**src/rtl/jtsel_pkg.sv**
```systemverilog
package jtsel_pkg;
    localparam int IR_W   = 8;
    localparam int ADDR_W = 6;
    localparam int GRP_W  = 2;
    localparam int NGRP   = 1 << GRP_W;

    localparam logic [ADDR_W-1:0] CODE_ALL   = ADDR_W'((1 << ADDR_W) - NGRP - 1);
    localparam logic [ADDR_W-1:0] CODE_GRP0  = ADDR_W'((1 << ADDR_W) - NGRP);
    localparam logic [ADDR_W-1:0] SINGLE_MAX = ADDR_W'((1 << ADDR_W) - NGRP - 2);

    localparam logic [IR_W-1:0] OP_GOTOWAIT = 8'hC3;
    localparam logic [IR_W-1:0] OP_GRPSEL   = 8'h03;
    localparam logic [IR_W-1:0] OP_BYPASS   = 8'hFF;
    localparam logic [IR_W-1:0] IR_CAPTURE  = 8'h01;

    typedef enum logic [3:0] {
        T_TLR, T_RTI, T_SEL_DR, T_CAP_DR, T_SH_DR, T_EX1_DR, T_PA_DR, T_EX2_DR,
        T_UPD_DR, T_SEL_IR, T_CAP_IR, T_SH_IR, T_EX1_IR, T_PA_IR, T_EX2_IR, T_UPD_IR
    } tap_st_t;

    typedef enum logic [1:0] {SL_WAIT, SL_ACTIVE, SL_IGNORED} sel_st_t;
    typedef enum logic [1:0] {MD_NONE, MD_SINGLE, MD_ALL, MD_GROUP} sel_md_t;

    typedef struct packed {
        sel_st_t          st;
        sel_md_t          md;
        logic [IR_W-1:0]  instr;
    } sel_ctx_t;

    function automatic tap_st_t tap_next(tap_st_t s, logic m);
        case (s)
            T_TLR:    return m ? T_TLR    : T_RTI;
            T_RTI:    return m ? T_SEL_DR : T_RTI;
            T_SEL_DR: return m ? T_SEL_IR : T_CAP_DR;
            T_CAP_DR: return m ? T_EX1_DR : T_SH_DR;
            T_SH_DR:  return m ? T_EX1_DR : T_SH_DR;
            T_EX1_DR: return m ? T_UPD_DR : T_PA_DR;
            T_PA_DR:  return m ? T_EX2_DR : T_PA_DR;
            T_EX2_DR: return m ? T_UPD_DR : T_SH_DR;
            T_UPD_DR: return m ? T_SEL_DR : T_RTI;
            T_SEL_IR: return m ? T_TLR    : T_CAP_IR;
            T_CAP_IR: return m ? T_EX1_IR : T_SH_IR;
            T_SH_IR:  return m ? T_EX1_IR : T_SH_IR;
            T_EX1_IR: return m ? T_UPD_IR : T_PA_IR;
            T_PA_IR:  return m ? T_EX2_IR : T_PA_IR;
            T_EX2_IR: return m ? T_UPD_IR : T_SH_IR;
            default:  return m ? T_SEL_DR : T_RTI;
        endcase
    endfunction

    // How a scanned code claims this device, MD_NONE when it does not.
    function automatic sel_md_t claim_kind(logic [ADDR_W-1:0] code,
                                           logic [ADDR_W-1:0] slot,
                                           logic [GRP_W-1:0]  grp);
        if (code <= SINGLE_MAX)
            return (code == slot) ? MD_SINGLE : MD_NONE;
        else if (code == CODE_ALL)
            return MD_ALL;
        else if (GRP_W'(code - CODE_GRP0) == grp)
            return MD_GROUP;
        else
            return MD_NONE;
    endfunction
endpackage

```
**src/rtl/jtsel_tap.sv**
```systemverilog
module jtsel_tap
    import jtsel_pkg::*;
(
    input  logic    tck,
    input  logic    rst,
    input  logic    tms,
    output tap_st_t state
);
    always_ff @(posedge tck) begin
        if (rst) state <= T_TLR;
        else     state <= tap_next(state, tms);
    end
endmodule

```
**src/rtl/jtsel_ir.sv**
```systemverilog
module jtsel_ir
    import jtsel_pkg::*;
#(
    parameter int W = IR_W
) (
    input  logic         tck,
    input  logic         rst,
    input  tap_st_t      state,
    input  logic         tdi,
    output logic [W-1:0] ir_sr
);
    localparam logic [W-1:0] CAP = W'(IR_CAPTURE);

    always_ff @(posedge tck) begin
        if (rst)                    ir_sr <= CAP;
        else if (state == T_CAP_IR) ir_sr <= CAP;
        else if (state == T_SH_IR)  ir_sr <= {tdi, ir_sr[W-1:1]};
    end
endmodule

```
**src/rtl/jtsel_dr.sv**
```systemverilog
module jtsel_dr
    import jtsel_pkg::*;
#(
    parameter int GW = GRP_W
) (
    input  logic            tck,
    input  logic            rst,
    input  tap_st_t         state,
    input  logic            tdi,
    input  logic [IR_W-1:0] instr,
    input  logic            selected,
    output logic [GW-1:0]   grp,
    output logic            dr_out
);
    logic [GW-1:0] grp_sr;
    logic          byp;
    logic          use_grp;

    assign use_grp = (instr == OP_GRPSEL);
    assign dr_out  = use_grp ? grp_sr[0] : byp;

    always_ff @(posedge tck) begin
        if (rst) begin
            grp_sr <= '0;
            byp    <= 1'b0;
        end else if (state == T_CAP_DR) begin
            grp_sr <= grp;
            byp    <= 1'b0;
        end else if (state == T_SH_DR) begin
            grp_sr <= {tdi, grp_sr[GW-1:1]};
            byp    <= tdi;
        end
    end

    always_ff @(posedge tck) begin
        if (rst || state == T_TLR)
            grp <= '0;
        else if (state == T_UPD_DR && selected && use_grp)
            grp <= grp_sr;
    end

    AST_GRP_TLR: assert property (@(posedge tck) disable iff (rst)
        (state == T_TLR) |=> (grp == '0));
    AST_GRP_STABLE: assert property (@(posedge tck) disable iff (rst)
        (state != T_UPD_DR && state != T_TLR) |=> $stable(grp));
endmodule

```
**src/rtl/jtsel_sel.sv**
```systemverilog
module jtsel_sel
    import jtsel_pkg::*;
(
    input  logic              tck,
    input  logic              rst,
    input  logic              lrst_n,
    input  tap_st_t           state,
    input  logic [IR_W-1:0]   ir_sr,
    input  logic [ADDR_W-1:0] slot_addr,
    input  logic [GRP_W-1:0]  grp,
    output sel_ctx_t          ctx
);
    localparam sel_ctx_t CTX_IDLE = '{st: SL_WAIT, md: MD_NONE, instr: OP_BYPASS};

    sel_md_t claim;
    logic    goto_wait;

    assign claim     = claim_kind(ir_sr[ADDR_W-1:0], slot_addr, grp);
    assign goto_wait = (ir_sr == OP_GOTOWAIT);

    always_ff @(posedge tck) begin
        if (rst || !lrst_n || state == T_TLR) begin
            ctx <= CTX_IDLE;
        end else if (state == T_UPD_IR) begin
            case (ctx.st)
                SL_WAIT: begin
                    ctx.md    <= claim;
                    ctx.st    <= (claim == MD_NONE) ? SL_IGNORED : SL_ACTIVE;
                    ctx.instr <= OP_BYPASS;
                end
                SL_ACTIVE: begin
                    if (goto_wait) ctx <= CTX_IDLE;
                    else           ctx.instr <= ir_sr;
                end
                default: begin
                    if (goto_wait) ctx <= CTX_IDLE;
                end
            endcase
        end
    end

    AST_TLR_WAIT: assert property (@(posedge tck) disable iff (rst)
        (state == T_TLR) |=> (ctx.st == SL_WAIT));
    AST_LRST_WAIT: assert property (@(posedge tck) disable iff (rst)
        !lrst_n |=> (ctx.st == SL_WAIT));
    AST_GOTO_WAIT: assert property (@(posedge tck) disable iff (rst)
        (state == T_UPD_IR && ir_sr == OP_GOTOWAIT && ctx.st != SL_WAIT) |=> (ctx.st == SL_WAIT));
    AST_IGNORE_HOLD: assert property (@(posedge tck) disable iff (rst)
        (ctx.st == SL_IGNORED && lrst_n && state != T_TLR &&
         !(state == T_UPD_IR && ir_sr == OP_GOTOWAIT)) |=> (ctx.st == SL_IGNORED));
    AST_CLAIM_AT_UPDIR: assert property (@(posedge tck) disable iff (rst)
        (ctx.st == SL_WAIT && state != T_UPD_IR) |=> (ctx.st == SL_WAIT));
endmodule

```
**src/rtl/jtsel_top.sv**
```systemverilog
module jtsel_top
    import jtsel_pkg::*;
(
    input  logic              tck,
    input  logic              rst,
    input  logic              lrst_n,
    input  logic              tms,
    input  logic              tdi,
    input  logic [ADDR_W-1:0] slot_addr,
    output logic              tdo,
    output logic              tdo_oe,
    output logic              sel_n,
    output logic              en_n
);
    tap_st_t           state;
    logic [IR_W-1:0]   ir_sr;
    logic [GRP_W-1:0]  grp;
    logic              dr_out;
    sel_ctx_t          ctx;
    logic              selected;
    logic              single;

    assign selected = (ctx.st == SL_ACTIVE);
    assign single   = selected && (ctx.md == MD_SINGLE);
    assign sel_n    = !selected;
    assign en_n     = !selected;

    jtsel_tap u_tap (.tck(tck), .rst(rst), .tms(tms), .state(state));

    jtsel_ir #(.W(IR_W)) u_ir (
        .tck(tck), .rst(rst), .state(state), .tdi(tdi), .ir_sr(ir_sr));

    jtsel_sel u_sel (
        .tck(tck), .rst(rst), .lrst_n(lrst_n), .state(state), .ir_sr(ir_sr),
        .slot_addr(slot_addr), .grp(grp), .ctx(ctx));

    jtsel_dr #(.GW(GRP_W)) u_dr (
        .tck(tck), .rst(rst), .state(state), .tdi(tdi), .instr(ctx.instr),
        .selected(selected), .grp(grp), .dr_out(dr_out));

    always_ff @(negedge tck) begin
        if (rst) begin
            tdo    <= 1'b0;
            tdo_oe <= 1'b0;
        end else begin
            tdo    <= (state == T_SH_IR) ? ir_sr[0] : dr_out;
            tdo_oe <= (state == T_SH_IR || state == T_SH_DR) && single;
        end
    end

    AST_OE_SINGLE: assert property (@(posedge tck) disable iff (rst)
        tdo_oe |-> (ctx.st == SL_ACTIVE && ctx.md == MD_SINGLE));
    AST_OE_SHIFT: assert property (@(posedge tck) disable iff (rst)
        tdo_oe |-> (state == T_SH_IR || state == T_SH_DR ||
                    state == T_EX1_IR || state == T_EX1_DR));
endmodule

```
**config.mk**
```make
export PLATFORM = sky130hd
export DESIGN_NAME = jtsel_top
export DESIGN_NICKNAME = d
export VERILOG_FILES = /design/src/rtl/jtsel_pkg.sv /design/src/rtl/jtsel_tap.sv /design/src/rtl/jtsel_ir.sv /design/src/rtl/jtsel_dr.sv /design/src/rtl/jtsel_sel.sv /design/src/rtl/jtsel_top.sv
export SDC_FILE = /design/constraint.sdc
export NUM_CORES = 1
export LEC_CHECK = 0
export ABC_AREA = 1
export ABC_CLOCK_PERIOD_IN_PS = 2300
export BUFFER_PORTS_ARGS = -buffer_cell sky130_fd_sc_hd__buf_2
export CAP_MARGIN = 10
export CORE_ASPECT_RATIO = 0.8
export CORE_MARGIN = 2
export CORE_UTILIZATION = 50
export CTS_CLUSTER_SIZE = 8
export DETAILED_ROUTE_END_ITERATION = 10
export HOLD_SLACK_MARGIN = 0.02
export MAX_ROUTING_LAYER = met4
export PLACE_DENSITY_LB_ADDON = 0.3
export SYNTH_ARGS = -nofsm -noshare
export SYNTH_HDL_FRONTEND = slang
export SYNTH_SLANG_ARGS = --single-unit
```
**constraint.sdc**
```tcl
create_clock -name tck -period 2.3 [get_ports tck]
set_input_delay 0 -clock tck [delete_from_list [all_inputs] [get_ports tck]]
set_output_delay 0 -clock tck [all_outputs]
set_load 0.02 [all_outputs]
```
==> results.cfg <==
[outcome]
outcome = finished, final reports clean

[final_layout]
fillCellCount = 301
post-route-cell-area_um2 = 1890
nets = 283
final_common_cell = nand2_1
final_cell_mix = nand2_1 (67), nor2_1 (31), dfxtp_1 (29)
multi_input_area_um2 = 883
drive_gt1_share_pct = 15.0
diodes = 0
regArea_um2 = 623
area_growth_pct = 15.3
final_util_pct = 60.7

[critical_path]
cp_num_cells = 7
end_kind = register
cp-start-kind = register
slowest_stage = dfxtp_1
crit_top_cell = inv_1
slowest_delay_ns = 0.39
path_class = reg2reg
crit_chain = inv_1 -> nand2_2 -> nor2_4 -> inv_2 -> nand3_1 -> o211ai_1 -> inv_1
crit_family = flip-flops
required_ns = 1.38
critPathArrivalTime_ns = 1.19
path_max_fanout = 6
rr_worst_depth = 7
path_buf_inv = 3

[worst_hold_path]
min_path_cells = 4
worstHoldPathType = in2reg

[drt]
dr.pass1.iters = 5
num_vias = 1589
ant_nets = 0
drt_wl_total_um = 3660
post-route-drc-count = 0
wl_per_cell_um = 11.7
drtIter0Drc = 95
vias_per_cell = 5.08

[pwr]
ir_drop_mv = 0.414
p_leak_nw = 0.834
p_per_area_nw_per_um2 = 562

[sta]
fin_tns_setup_ns = 0
skew_ns = 0.0632
hold_viol_final = 0
setup_viol = 0
slew_viol_final = 0
worstMarginPinSlew_ns = 0.403
rsz0062_at_grt = false
slew_headroom_pct = 72.9

[clock_tree]
clockRootBuffer = clkbuf_8
cts_tree = done
cts.path.max_buffers = 2
cts_made_buffers = 5
clock-sinks = 31
clkTransAtPathRegs_ns = 0.06
clkLatencyLatePin_ns = 0.34
htreeDepth = 2

[yosys]
yosysTopAreaCellShare_pct = 37.9
synthCells = 247
yosysSeqAreaShare_pct = 37.9
synth-edff-count = 0
syn_nets = 258
synth.area.top_cells = dfxtp_1 (38%), nand2_1 (16%), nor2_1 (7.1%)
synthDistinctLibCells = 27
yosys.area.top_type = dfxtp_1
synth-seq-cells = 31
ys.flop_type = dfxtp_1
syn_avg_cell_area_um2 = 6.62
async_flop_share_pct = 0
syn_area_um2 = 1640
ys_warn_count = 0

[job]
cap_viol_max_count = 0

[place]
placed_area_um2 = 1780
dpl.hpwl_um = 2910
portBuffers = 14
gp_congestion = 0.893

[floorplanning]
top_level_ports = 15
dieHeight_um = 55.2
fp.dieArea_um2 = 3750
core_region_area_um2 = 3110
start_util_pct = 52.6
rows = 18
die-width_um = 67.9

[global_routing]
antenna_found_initial = 0
grt_overflow = 0
grt_pass1_wl_um = 6020
first_global_vias = 1344
track_usage_pct = 22.9
grt_max_degree = 12
## kinds of logic after synthesis
| group | synth area share, % |
|---|---|
| xor gates and xnor gates | 3.75 |
| AOI/OAI and AO/OA | 16.5 |
| DFF | 37.9 |
| buffers and inverters | 8.19 |
| and+or+nand+nor | 33.7 |
## path summary, 6_finish.rpt
| kind | from | endpoint | slack, ns |
|---|---|---|---|
| max | u_tap.state[2]$_SDFF_PP0_ | tdo$_SDFF_NP0_ | 0.19 |
| min | lrst_n | u_sel.ctx[0]$_SDFFE_PP1P_ | 0.03 |
| max reg2reg | u_tap.state[2]$_SDFF_PP0_ | tdo$_SDFF_NP0_ | 0.19 |
| min reg2reg | u_sel.ctx[6]$_SDFFE_PP1P_ | u_sel.ctx[6]$_SDFFE_PP1P_ | 0.46 |
## report_power, final
group	leakage [nW]	switching (mW)	internal (mW)
sequential	0.251	0.00753	0.544
clock	0.0529	0.205	0.216
combinational	0.530	0.0562	0.0302
## synthesized netlist by cell type, drive strengths merged, types with 2 or more instances
library cell,number
nand3,14
inv,29
dfxtp,31
xnor2,7
o21ai,18
buf,2
nor2,35
o211ai,7
a21oi,20
nor3,4
nand2,71
clkbuf,3
## final cells by class
| class | instances | area share [%] |
|---|---|---|
| inverters | 28 | 5.57 |
| well taps | 40 | 2.65 |
| flip-flops and latches | 31 | 33.0 |
| clock buffers | 7 | 4.05 |
| clock inverters | 3 | 0.664 |
| multi-input cells | 182 | 46.8 |
| repair buffers | 22 | 7.17 |
## state kept, by name, summed over array words and instances, names as in the netlist
signal       count
u_ir.ir_sr       8
u_sel.ctx       12
u_dr.grp_sr      2
u_dr.grp         2
tdo_oe           1
u_tap.state      4
u_dr.byp         1
tdo              1
## worst register-to-register path, delay by kind of cell, from the launching register on
kind	cells	cell delay (ns)
buf+inv	3	0.18
flops	1	0.39
simple gates	3	0.25
compound gates	1	0.09
## metrics by stage
stage	setup slack, ns	hold WS, ns	total power [mW]	std cells
detailed placement	0.140	0.286	0.654	302
finish	0.190	0.0329	1.06	313
CTS	0.183	0.0264	1.07	313
global route	0.0656	0.0479	1.10	313
global placement	0.172	0.286	0.654	302
floorplan	0.00246	0.136	0.627	247
## timing repair
action	CTS	global route
hold buffers	2	0
hold endpoints to repair	5	0
resized for setup	0	0
buffers inserted	0	0
## per-layer routing
metal / GRT usage [%] / routed length [µm] / vias to the layer above / part of all wire (%)
li1: - / - / 846 / -
met1: 32.3 / 1950 / 690 / 53
met2: 30.6 / 1390 / 46 / 38
met3: 6.28 / 257 / 7 / 7.0
met4: 9.00 / 59 / 0 / 1.6
met5: - / 0 / - / 0
No activity file was read; power rests on OpenSTA's default activity.
